File: config.mk
export PLATFORM = sky130hd
export DESIGN_NAME = irq_msi_redirector
export DESIGN_NICKNAME = d
export VERILOG_FILES = /design/src/rtl/irq_msi_pkg.sv /design/src/rtl/irq_redir_table.sv /design/src/rtl/irq_pend_capture.sv /design/src/rtl/irq_msi_scan.sv /design/src/rtl/irq_msi_redirector.sv
export SDC_FILE = /design/constraint.sdc
export NUM_CORES = 2
export LEC_CHECK = 0
export CORE_UTILIZATION = 64
export CTS_CLUSTER_SIZE = 30
export DETAILED_ROUTE_END_ITERATION = 12
export DONT_BUFFER_PORTS = 1
export PLACE_DENSITY = 0.85
export SLEW_MARGIN = 10
export SYNTH_ARGS = -nofsm -noshare
export SYNTH_HDL_FRONTEND = slang
export SYNTH_HIERARCHICAL = 1
export SYNTH_SLANG_ARGS = --single-unit
File: constraint.sdc
create_clock -name clk_i -period 3.73 [get_ports clk_i]
set_input_delay 0.5595 -clock clk_i [delete_from_list [all_inputs] [get_ports clk_i]]
set_output_delay 0.5595 -clock clk_i [all_outputs]
set_load 0.02 [all_outputs]
File: src/rtl/irq_msi_pkg.sv
package irq_msi_pkg;
  localparam int unsigned ENT_W     = 64;
  localparam int unsigned VEC_W     = 8;
  localparam int unsigned DEST_W    = 16;
  localparam int unsigned DM_LSB    = 8;
  localparam int unsigned DMODE_BIT = 11;
  localparam int unsigned POL_BIT   = 13;
  localparam int unsigned RIRR_BIT  = 14;
  localparam int unsigned TRIG_BIT  = 15;
  localparam int unsigned MASK_BIT  = 16;
  localparam int unsigned DEST_LSB  = 48;
  localparam logic [2:0]  DM_EXTINT = 3'b111;
  localparam logic [31:0] MSG_BASE  = 32'hFEE0_0000;
  localparam logic [ENT_W-1:0] ENT_RST = ENT_W'(1) << MASK_BIT;

  typedef struct packed {
    logic [DEST_W-1:0] dest;
    logic              dmode;
    logic              trig;
    logic [2:0]        dm;
    logic [VEC_W-1:0]  vec;
  } route_t;

  typedef enum logic [1:0] {ST_SCAN, ST_FETCH, ST_SEND} scan_st_e;

  function automatic logic [31:0] msg_addr(route_t r);
    return MSG_BASE | (32'(r.dest) << 12) | (32'(r.dmode) << 2);
  endfunction

  function automatic logic [31:0] msg_data(route_t r, logic [VEC_W-1:0] v);
    return 32'(v) | (32'(r.dm) << DM_LSB) | (32'(r.trig) << 15);
  endfunction
endpackage

File: src/rtl/irq_redir_table.sv
module irq_redir_table
  import irq_msi_pkg::*;
#(
  parameter int unsigned NUM_PINS = 24,
  parameter int unsigned IDX_W    = $clog2(NUM_PINS)
) (
  input  logic                clk_i,
  input  logic                rst_ni,
  input  logic                wr_en_i,
  input  logic [IDX_W-1:0]    wr_idx_i,
  input  logic [ENT_W-1:0]    wr_data_i,
  input  logic [IDX_W-1:0]    rd_idx_i,
  output logic [ENT_W-1:0]    rd_data_o,
  input  logic                eoi_valid_i,
  input  logic [VEC_W-1:0]    eoi_vec_i,
  input  logic [NUM_PINS-1:0] set_rirr_i,
  output logic [NUM_PINS-1:0] rirr_o,
  output logic [ENT_W-1:0]    ent_o [NUM_PINS]
);
  localparam logic [ENT_W-1:0] RIRR_MSK = ENT_W'(1) << RIRR_BIT;

  logic [ENT_W-1:0]    ent_q [NUM_PINS];
  logic [NUM_PINS-1:0] rirr_q;
  logic [NUM_PINS-1:0] eoi_hit;

  for (genvar g = 0; g < NUM_PINS; g++) begin : g_ent
    always_ff @(posedge clk_i or negedge rst_ni) begin
      if (!rst_ni) begin
        ent_q[g] <= ENT_RST;
      end else if (wr_en_i && wr_idx_i == IDX_W'(g)) begin
        ent_q[g] <= wr_data_i & ~RIRR_MSK;
      end
    end

    assign eoi_hit[g] = eoi_valid_i && ent_q[g][TRIG_BIT] &&
                        (ent_q[g][VEC_W-1:0] == eoi_vec_i);

    // a new message on the same cycle wins over the clear
    always_ff @(posedge clk_i or negedge rst_ni) begin
      if (!rst_ni) rirr_q[g] <= 1'b0;
      else         rirr_q[g] <= set_rirr_i[g] | (rirr_q[g] & ~eoi_hit[g]);
    end

    assign ent_o[g] = ent_q[g] | (ENT_W'(rirr_q[g]) << RIRR_BIT);
  end

  assign rirr_o    = rirr_q;
  assign rd_data_o = (32'(rd_idx_i) < NUM_PINS) ? ent_o[rd_idx_i] : '0;
endmodule

File: src/rtl/irq_pend_capture.sv
module irq_pend_capture #(
  parameter int unsigned NUM_PINS = 24
) (
  input  logic                clk_i,
  input  logic                rst_ni,
  input  logic [NUM_PINS-1:0] line_i,
  input  logic [NUM_PINS-1:0] pol_i,
  input  logic [NUM_PINS-1:0] level_i,
  input  logic [NUM_PINS-1:0] clr_i,
  output logic [NUM_PINS-1:0] pend_o
);
  logic [NUM_PINS-1:0] act;
  logic [NUM_PINS-1:0] act_q;
  logic [NUM_PINS-1:0] pend_q;

  assign act = line_i ^ pol_i;

  for (genvar g = 0; g < NUM_PINS; g++) begin : g_pin
    always_ff @(posedge clk_i or negedge rst_ni) begin
      if (!rst_ni) begin
        act_q[g]  <= 1'b0;
        pend_q[g] <= 1'b0;
      end else begin
        act_q[g] <= act[g];
        if (level_i[g]) pend_q[g] <= act[g];
        else            pend_q[g] <= (pend_q[g] & ~clr_i[g]) | (act[g] & ~act_q[g]);
      end
    end
  end

  assign pend_o = pend_q;
endmodule

File: src/rtl/irq_msi_scan.sv
module irq_msi_scan
  import irq_msi_pkg::*;
#(
  parameter int unsigned NUM_PINS = 24,
  parameter int unsigned IDX_W    = $clog2(NUM_PINS)
) (
  input  logic                clk_i,
  input  logic                rst_ni,
  input  logic [NUM_PINS-1:0] elig_i,
  input  route_t              route_i [NUM_PINS],
  output logic                ext_req_o,
  input  logic                ext_ack_i,
  input  logic [VEC_W-1:0]    ext_vec_i,
  output logic                msg_valid_o,
  input  logic                msg_ready_i,
  output logic [31:0]         msg_addr_o,
  output logic [31:0]         msg_data_o,
  output logic [NUM_PINS-1:0] clr_pend_o,
  output logic [NUM_PINS-1:0] set_rirr_o
);
  localparam logic [IDX_W-1:0] LAST = IDX_W'(NUM_PINS - 1);

  scan_st_e         st_q;
  logic [IDX_W-1:0] ptr_q, ptr_nxt;
  logic [31:0]      addr_q, data_q;
  route_t           cur;
  logic             hit;

  assign cur     = route_i[ptr_q];
  assign hit     = (st_q == ST_SCAN) && elig_i[ptr_q];
  assign ptr_nxt = (ptr_q == LAST) ? '0 : ptr_q + 1'b1;

  always_comb begin
    clr_pend_o = '0;
    set_rirr_o = '0;
    if (hit) begin
      if (cur.trig) set_rirr_o[ptr_q] = 1'b1;
      else          clr_pend_o[ptr_q] = 1'b1;
    end
  end

  always_ff @(posedge clk_i or negedge rst_ni) begin
    if (!rst_ni) begin
      st_q   <= ST_SCAN;
      ptr_q  <= '0;
      addr_q <= '0;
      data_q <= '0;
    end else begin
      unique case (st_q)
        ST_SCAN: begin
          if (hit) begin
            addr_q <= msg_addr(cur);
            data_q <= msg_data(cur, cur.vec);
            st_q   <= (cur.dm == DM_EXTINT) ? ST_FETCH : ST_SEND;
          end else begin
            ptr_q <= ptr_nxt;
          end
        end
        ST_FETCH: begin
          if (ext_ack_i) begin
            data_q[VEC_W-1:0] <= ext_vec_i;
            st_q              <= ST_SEND;
          end
        end
        ST_SEND: begin
          if (msg_ready_i) begin
            ptr_q <= ptr_nxt;
            st_q  <= ST_SCAN;
          end
        end
        default: st_q <= ST_SCAN;
      endcase
    end
  end

  assign ext_req_o   = (st_q == ST_FETCH);
  assign msg_valid_o = (st_q == ST_SEND);
  assign msg_addr_o  = addr_q;
  assign msg_data_o  = data_q;
endmodule

File: src/rtl/irq_msi_redirector.sv
module irq_msi_redirector
  import irq_msi_pkg::*;
#(
  parameter int unsigned NUM_PINS = 24,
  localparam int unsigned IDX_W   = $clog2(NUM_PINS)
) (
  input  logic                clk_i,
  input  logic                rst_ni,
  input  logic [NUM_PINS-1:0] irq_line_i,
  input  logic                cfg_we_i,
  input  logic [IDX_W-1:0]    cfg_idx_i,
  input  logic [ENT_W-1:0]    cfg_wdata_i,
  input  logic [IDX_W-1:0]    cfg_ridx_i,
  output logic [ENT_W-1:0]    cfg_rdata_o,
  input  logic                eoi_valid_i,
  input  logic [VEC_W-1:0]    eoi_vec_i,
  output logic                ext_req_o,
  input  logic                ext_ack_i,
  input  logic [VEC_W-1:0]    ext_vec_i,
  output logic                msg_valid_o,
  input  logic                msg_ready_i,
  output logic [31:0]         msg_addr_o,
  output logic [31:0]         msg_data_o
);
  logic [ENT_W-1:0]    ent [NUM_PINS];
  route_t              route [NUM_PINS];
  logic [NUM_PINS-1:0] mask_v, trig_v, pol_v, rirr_v, pend_v, elig_v;
  logic [NUM_PINS-1:0] clr_pend, set_rirr;

  irq_redir_table #(.NUM_PINS(NUM_PINS), .IDX_W(IDX_W)) u_table (
    .clk_i, .rst_ni,
    .wr_en_i     (cfg_we_i),
    .wr_idx_i    (cfg_idx_i),
    .wr_data_i   (cfg_wdata_i),
    .rd_idx_i    (cfg_ridx_i),
    .rd_data_o   (cfg_rdata_o),
    .eoi_valid_i (eoi_valid_i),
    .eoi_vec_i   (eoi_vec_i),
    .set_rirr_i  (set_rirr),
    .rirr_o      (rirr_v),
    .ent_o       (ent)
  );

  for (genvar g = 0; g < NUM_PINS; g++) begin : g_dec
    assign mask_v[g]      = ent[g][MASK_BIT];
    assign trig_v[g]      = ent[g][TRIG_BIT];
    assign pol_v[g]       = ent[g][POL_BIT];
    assign route[g].dest  = ent[g][DEST_LSB +: DEST_W];
    assign route[g].dmode = ent[g][DMODE_BIT];
    assign route[g].trig  = ent[g][TRIG_BIT];
    assign route[g].dm    = ent[g][DM_LSB +: 3];
    assign route[g].vec   = ent[g][VEC_W-1:0];
  end

  irq_pend_capture #(.NUM_PINS(NUM_PINS)) u_pend (
    .clk_i, .rst_ni,
    .line_i  (irq_line_i),
    .pol_i   (pol_v),
    .level_i (trig_v),
    .clr_i   (clr_pend),
    .pend_o  (pend_v)
  );

  // level pins with remote IRR outstanding are coalesced
  assign elig_v = pend_v & ~mask_v & ~(trig_v & rirr_v);

  irq_msi_scan #(.NUM_PINS(NUM_PINS), .IDX_W(IDX_W)) u_scan (
    .clk_i, .rst_ni,
    .elig_i      (elig_v),
    .route_i     (route),
    .ext_req_o   (ext_req_o),
    .ext_ack_i   (ext_ack_i),
    .ext_vec_i   (ext_vec_i),
    .msg_valid_o (msg_valid_o),
    .msg_ready_i (msg_ready_i),
    .msg_addr_o  (msg_addr_o),
    .msg_data_o  (msg_data_o),
    .clr_pend_o  (clr_pend),
    .set_rirr_o  (set_rirr)
  );
endmodule

* Word level (Yosys, flattened, before mapping)
Cells that the tools add are included.
** Word-level totals
- Register bits after elaboration :: 1655
- Latch bits :: 0
- RAM bits :: 0
- ROM bits :: 0
- Input port bits :: 120
- Logic and storage cells :: 522
- Memories :: 0
** Operators by class
- Add/subtract/negate cells :: 1
- Multiply operators :: 0
- Div/mod/pow operators :: 0
- Order comparisons :: 5
- Equality and inequality tests :: 55
- Shifts and indexed selects :: 0
- Multiplexer cells :: 51
- Bitwise operators :: 227
- Reduce and logical (&&, ||, !) cells :: 82
** Operators with widths (count)
- bitwise OR 64 x 15 -> 64 bit :: 24
- binary-select mux 64 bit (select 5 bit) :: 1
- equality test 8 bit :: 24
- 2-to-1 mux 64 bit :: 3
- binary-select mux 29 bit (select 5 bit) :: 1
- 2-to-1 mux 24 bit :: 4
- logical AND 1 bit :: 74
- AND 1 bit :: 72
- AND 24 bit :: 3
- NOT 1 bit :: 72
- 2-to-1 mux 26 bit :: 2
- NOT 24 bit :: 2
- bitwise OR 1 bit :: 48
- equality test 5 bit, second input constant :: 9
- equality test 5 x 4 -> 1 bit, second input constant :: 8
- bitwise OR 32 x 3 -> 32 bit :: 1
- 2-to-1 mux 1 bit :: 26
- bitwise XOR 24 bit :: 1
- equality test 5 x 3 -> 1 bit, second input constant :: 4
- 2-to-1 mux 8 bit :: 2
- bitwise OR 11 x 16 -> 16 bit :: 1
- one-hot mux 8 bit (2 select lines) :: 1
- 2-to-1 mux 5 bit :: 3
- >= comparator 6 bit, second input constant :: 2
- 23 further kinds :: 33

* Logic depth before layout (Yosys ltp)
- Depth after elaboration :: 12
- Gate-level depth with buffers :: 11
- Gate-level depth less buffers :: 10

* By module
The synthesis kept the hierarchy.
** Modules (own cells, without submodules)
- irq_redir_table :: times used 1, cells each 4574, area an instance 71733.8 µm², seq. area each 38466.9 µm²
- irq_msi_scan :: times used 1, cells each 621, area an instance 6522.5 µm², seq. area each 775.7 µm²
- irq_pend_capture :: times used 1, cells each 144, area an instance 1861.8 µm², seq. area each 1201.2 µm²
- irq_msi_redirector :: times used 1, cells each 48, area an instance 390.4 µm², seq. area each 0.0 µm²

* Worst setup path before layout
OpenSTA, ideal clock, no wires.
- Path type :: input to output
- From :: input port cfg_ridx_i[0]
- To :: output port cfg_rdata_o[48]
- Arrival time :: 2146 ps
- Data required time :: 3171 ps
- Slack :: 1024 ps
- Stages :: 6
- Path through :: clkbuf_1 > buf_2 > buf_2 > mux4_2 > a22oi_1 > o211ai_1
** On the way
- Cells in the longest elaborated chain, start to end :: 5
- Elaborated cells between the ends (all ways) :: 6
- Classes of those cells :: order compare (1); mux (4); bitwise (1)
** Ends and longest elaborated chain
- start, declared :: RTL line irq_msi_redirector.sv:13 : input logic [IDX_W-1:0] cfg_ridx_i,
- NOT 5 -> 6 bit (not written as such) :: RTL line irq_redir_table.sv:48 : assign rd_data_o = (32'(rd_idx_i) < NUM_PINS) ? ent_o[rd_idx_i] : '0;
- binary-select mux 64 bit (select 5 bit) :: RTL line irq_redir_table.sv:48
- 2-to-1 mux 64 bit (not written as such) (2 in a row) :: RTL line irq_redir_table.sv:48
- 2-to-1 mux 64 bit (*) :: RTL line irq_redir_table.sv:48
- end, declared :: RTL line irq_msi_redirector.sv:14 : output logic [ENT_W-1:0] cfg_rdata_o,
Every way passes the cells marked *; elsewhere a longest branch is shown, timed or not. The select of a mux whose other input is x is not followed.

* Worst setup path after layout
- From :: input port cfg_ridx_i[1]
- To :: output port cfg_rdata_o[63]
The elaborated chain is that of the path after synthesis.

==> metrics.cfg <==
[power]
power_density_nw_per_um2 = 619.6
max-vdd-ir-drop_uv = 544.8
p_leak_nw = 38.60

[timing]
relSlewSlack_pct = -26.23
period_share_pct = 102.7
maxSlewViolCount = 192
fin_ws_ps = -100.9
fin_skew_ps = 32.27
setup_viol = 17
hold_viol_final = 208
holdWs_ps = -518.9
tightest_slew_ps = 1893
rsz0062_at_grt = no
period_needed_ps = 3831
timing.fmax_mhz = 261.0

[run_status]
violations = hold timing, slew limit, setup timing
status = finished with violations

[grt]
grtUsageTotal_pct = 34.00
grt_max_degree = 385
antenna_found_initial = 17
grt_pass1_wl_mm = 323.4
grt_pass1_vias = 50860
grt_overflow_total = 0

[layout]
finalNonFillerCells = 6999
fin_nets = 5356
fill_cells = 7685
multi_input_area_sq_um = 37290
syn_to_final_growth_pct = 8.900
drive_above_1_share_pct = 47.05
most-common-layout-cells = dfrtp_1, mux2_2, mux4_2
final_common_cell = dfrtp_1
regArea_sq_um = 40450

[clocking]
cts.clk_slew.worst_paths_ps = 60
clock_latency_ps = 820
post_cts_buffers = 0
clockRootBuffer = clkbuf_16
numCtsBuffers = 165
clockBufferDepth = 3
htreeDepth = 4
clock-sinks = 1615
cts_tree = yes

[yosys]
synth_cells = 5387
synth_area_sq_um = 80510
synth_edf_count = 0
yosys_most_used_dff = dfrtp_1
yosys_warnings = 6
ys_async_sr_fraction_pct = 100.0
ys_ff_latch = 1615
synth_area_per_cell_sq_um = 14.94
ys_types = 69
seq_area_frac_synth_pct = 50.24

[setup_path]
worstPathCellList = mux4_2, mux2_2, nand2_1, o211ai_1
critPathMaxFanout = 384
path_class = in2out
worstReg2RegStart = u_scan/ptr_q[4]$_DFFE_PN0P_
slowest_delay_ps = 1160
cp.required_ps = 3170
crit_arrival_ps = 3270
reg2reg_slack_ps = 480
start_kind = primary input
end_kind = output pin
path_delay_family = multiplexers
reg2reg_depth = 5
crit_slowest_cell = mux4_2
reg2reg_to = u_scan/msg_addr_o[15]$_DFFE_PN0P_
path_buf_inv = 0

[floorplan]
io_pins = 250
coreArea_sq_um = 124300
die_h_microns = 356.7
die-width_microns = 356.7
fp.dieArea_sq_um = 127200
placementRows = 129
initial_utilization_pct = 64.78

[detailed_routing]
vias = 48660
drc = 0
viasPerCell = 6.952
drt_wl_total_mm = 212.7
first_iter_violations = 4927
final_antenna_net_count = 0
drt-wirelength-per-cell_microns = 30.39
first_pass_iters = 6

[placed_design]
finalWeightedCongestion = 0.9084
dp_hpwl_mm = 120.3
dpl.cell_count = 6599
io_buffers = 0

[flow_run]
maxCapViolations = 0

[hold_path]
worstHoldPathType = in2async

-- where the power goes --
group	leakage, nW	internal [mW]	switching, mW	total, mW
logic	15.4	7.33	6.36	13.7
registers	20.5	21.2	2.85	24.0
clock network	2.66	9.64	6.95	16.6
-- cells by family after synthesis --
group,after synthesis,share of synthesized area [%]
adder cells (fa/ha/maj),4,0.06217
other,1,0.004658
AO/OA/AOI/OAI,336,3.298
multiplexers,2218,37.71
flip-flops,1615,50.24
AND/OR/NAND/NOR,407,2.600
buffers and inverters,598,3.829
XOR/XNOR,208,2.263
-- cell usage after synthesis, drive strengths merged (42+ instances only) --
cell	instances	area (sq um)
a22oi	80	600.6
buf	377	2253
clkbuf	183	686.9
dfrtp	1591	39810
mux2	1587	17870
mux2i	138	1381
mux4	493	11110
nand2	106	430.4
nand2b	42	262.8
nor2	107	416.7
o211ai	64	480.5
xnor2	92	805.8
xor2	116	1016
-- area by class of cell --
cell class | count | area share, %
timing repair buffer | 208 | 2.652
sequential | 1615 | 46.14
clock inverter | 41 | 0.5922
multi-input combinational | 3204 | 42.53
tap | 1637 | 2.336
clock buffer | 250 | 5.570
antenna | 6 | 0.01713
inverter | 38 | 0.1627
-- stage by stage --
stage	setup TNS, ps	setup WS [ps]	utilization (%)	instance area, sq um	total power [mW]
after detailed placement	0	7.366	65.28	81130	37.26
after global placement	0	76.61	65.28	81130	36.53
after floorplan	0	1024	-	80620	33.75
after CTS	0	561.0	70.42	87520	54.24
after global routing	0	388.5	70.54	87670	56.29
final	-827.0	-100.9	70.54	87670	54.33
-- metal layers --
layer	vias up	wire length [microns]	global-route usage [%]	part of all wire [%]
li1	19740	-	-	-
met1	26000	82880	45.87	39
met5	-	110	0	0.052
met3	620	18580	8.087	8.7
met4	18	9527	14.35	4.5
met2	2287	101600	53.40	48
-- worst max path at each step --
stage / cells after the start / slack [ps] / start / endpoint
after floorplan: 6 / 1020 / cfg_ridx_i[0] / cfg_rdata_o[48]
after global placement: 3 / 80 / rst_ni / u_table/ent_q[861]$_DFFE_PN0P_
after detailed placement: 3 / 7 / rst_ni / u_table/ent_q[605]$_DFFE_PN0P_
after CTS: 6 / 560 / u_scan/ptr_q[0]$_DFFE_PN0P_ / u_scan/msg_data_o[10]$_DFFE_PN0P_
after global routing: 9 / 390 / u_scan/ptr_q[1]$_DFFE_PN0P_ / u_pend/pend_o[22]$_DFF_PN0_
final: 4 / -100 / cfg_ridx_i[1] / cfg_rdata_o[63]
-- timing repair --
| item | 4_1_cts | 5_1_grt |
|---|---|---|
| endpoints found under the hold margin | 1776 | 277 |
| hold buffers | 97 | 3 |
| resized for setup | 0 | 0 |
-- sequential cells by signal (all words and copies together), names as in the netlist --
signal / count
u_pend/act_q: 24
u_table/rirr_o: 24
u_table/ent_q: 1512
u_scan/msg_data_o: 12
u_scan/msg_addr_o: 12
u_pend/pend_o: 24
u_scan/ptr_q: 5
u_scan/st_q: 2
(Power assumes the default switching activity.)
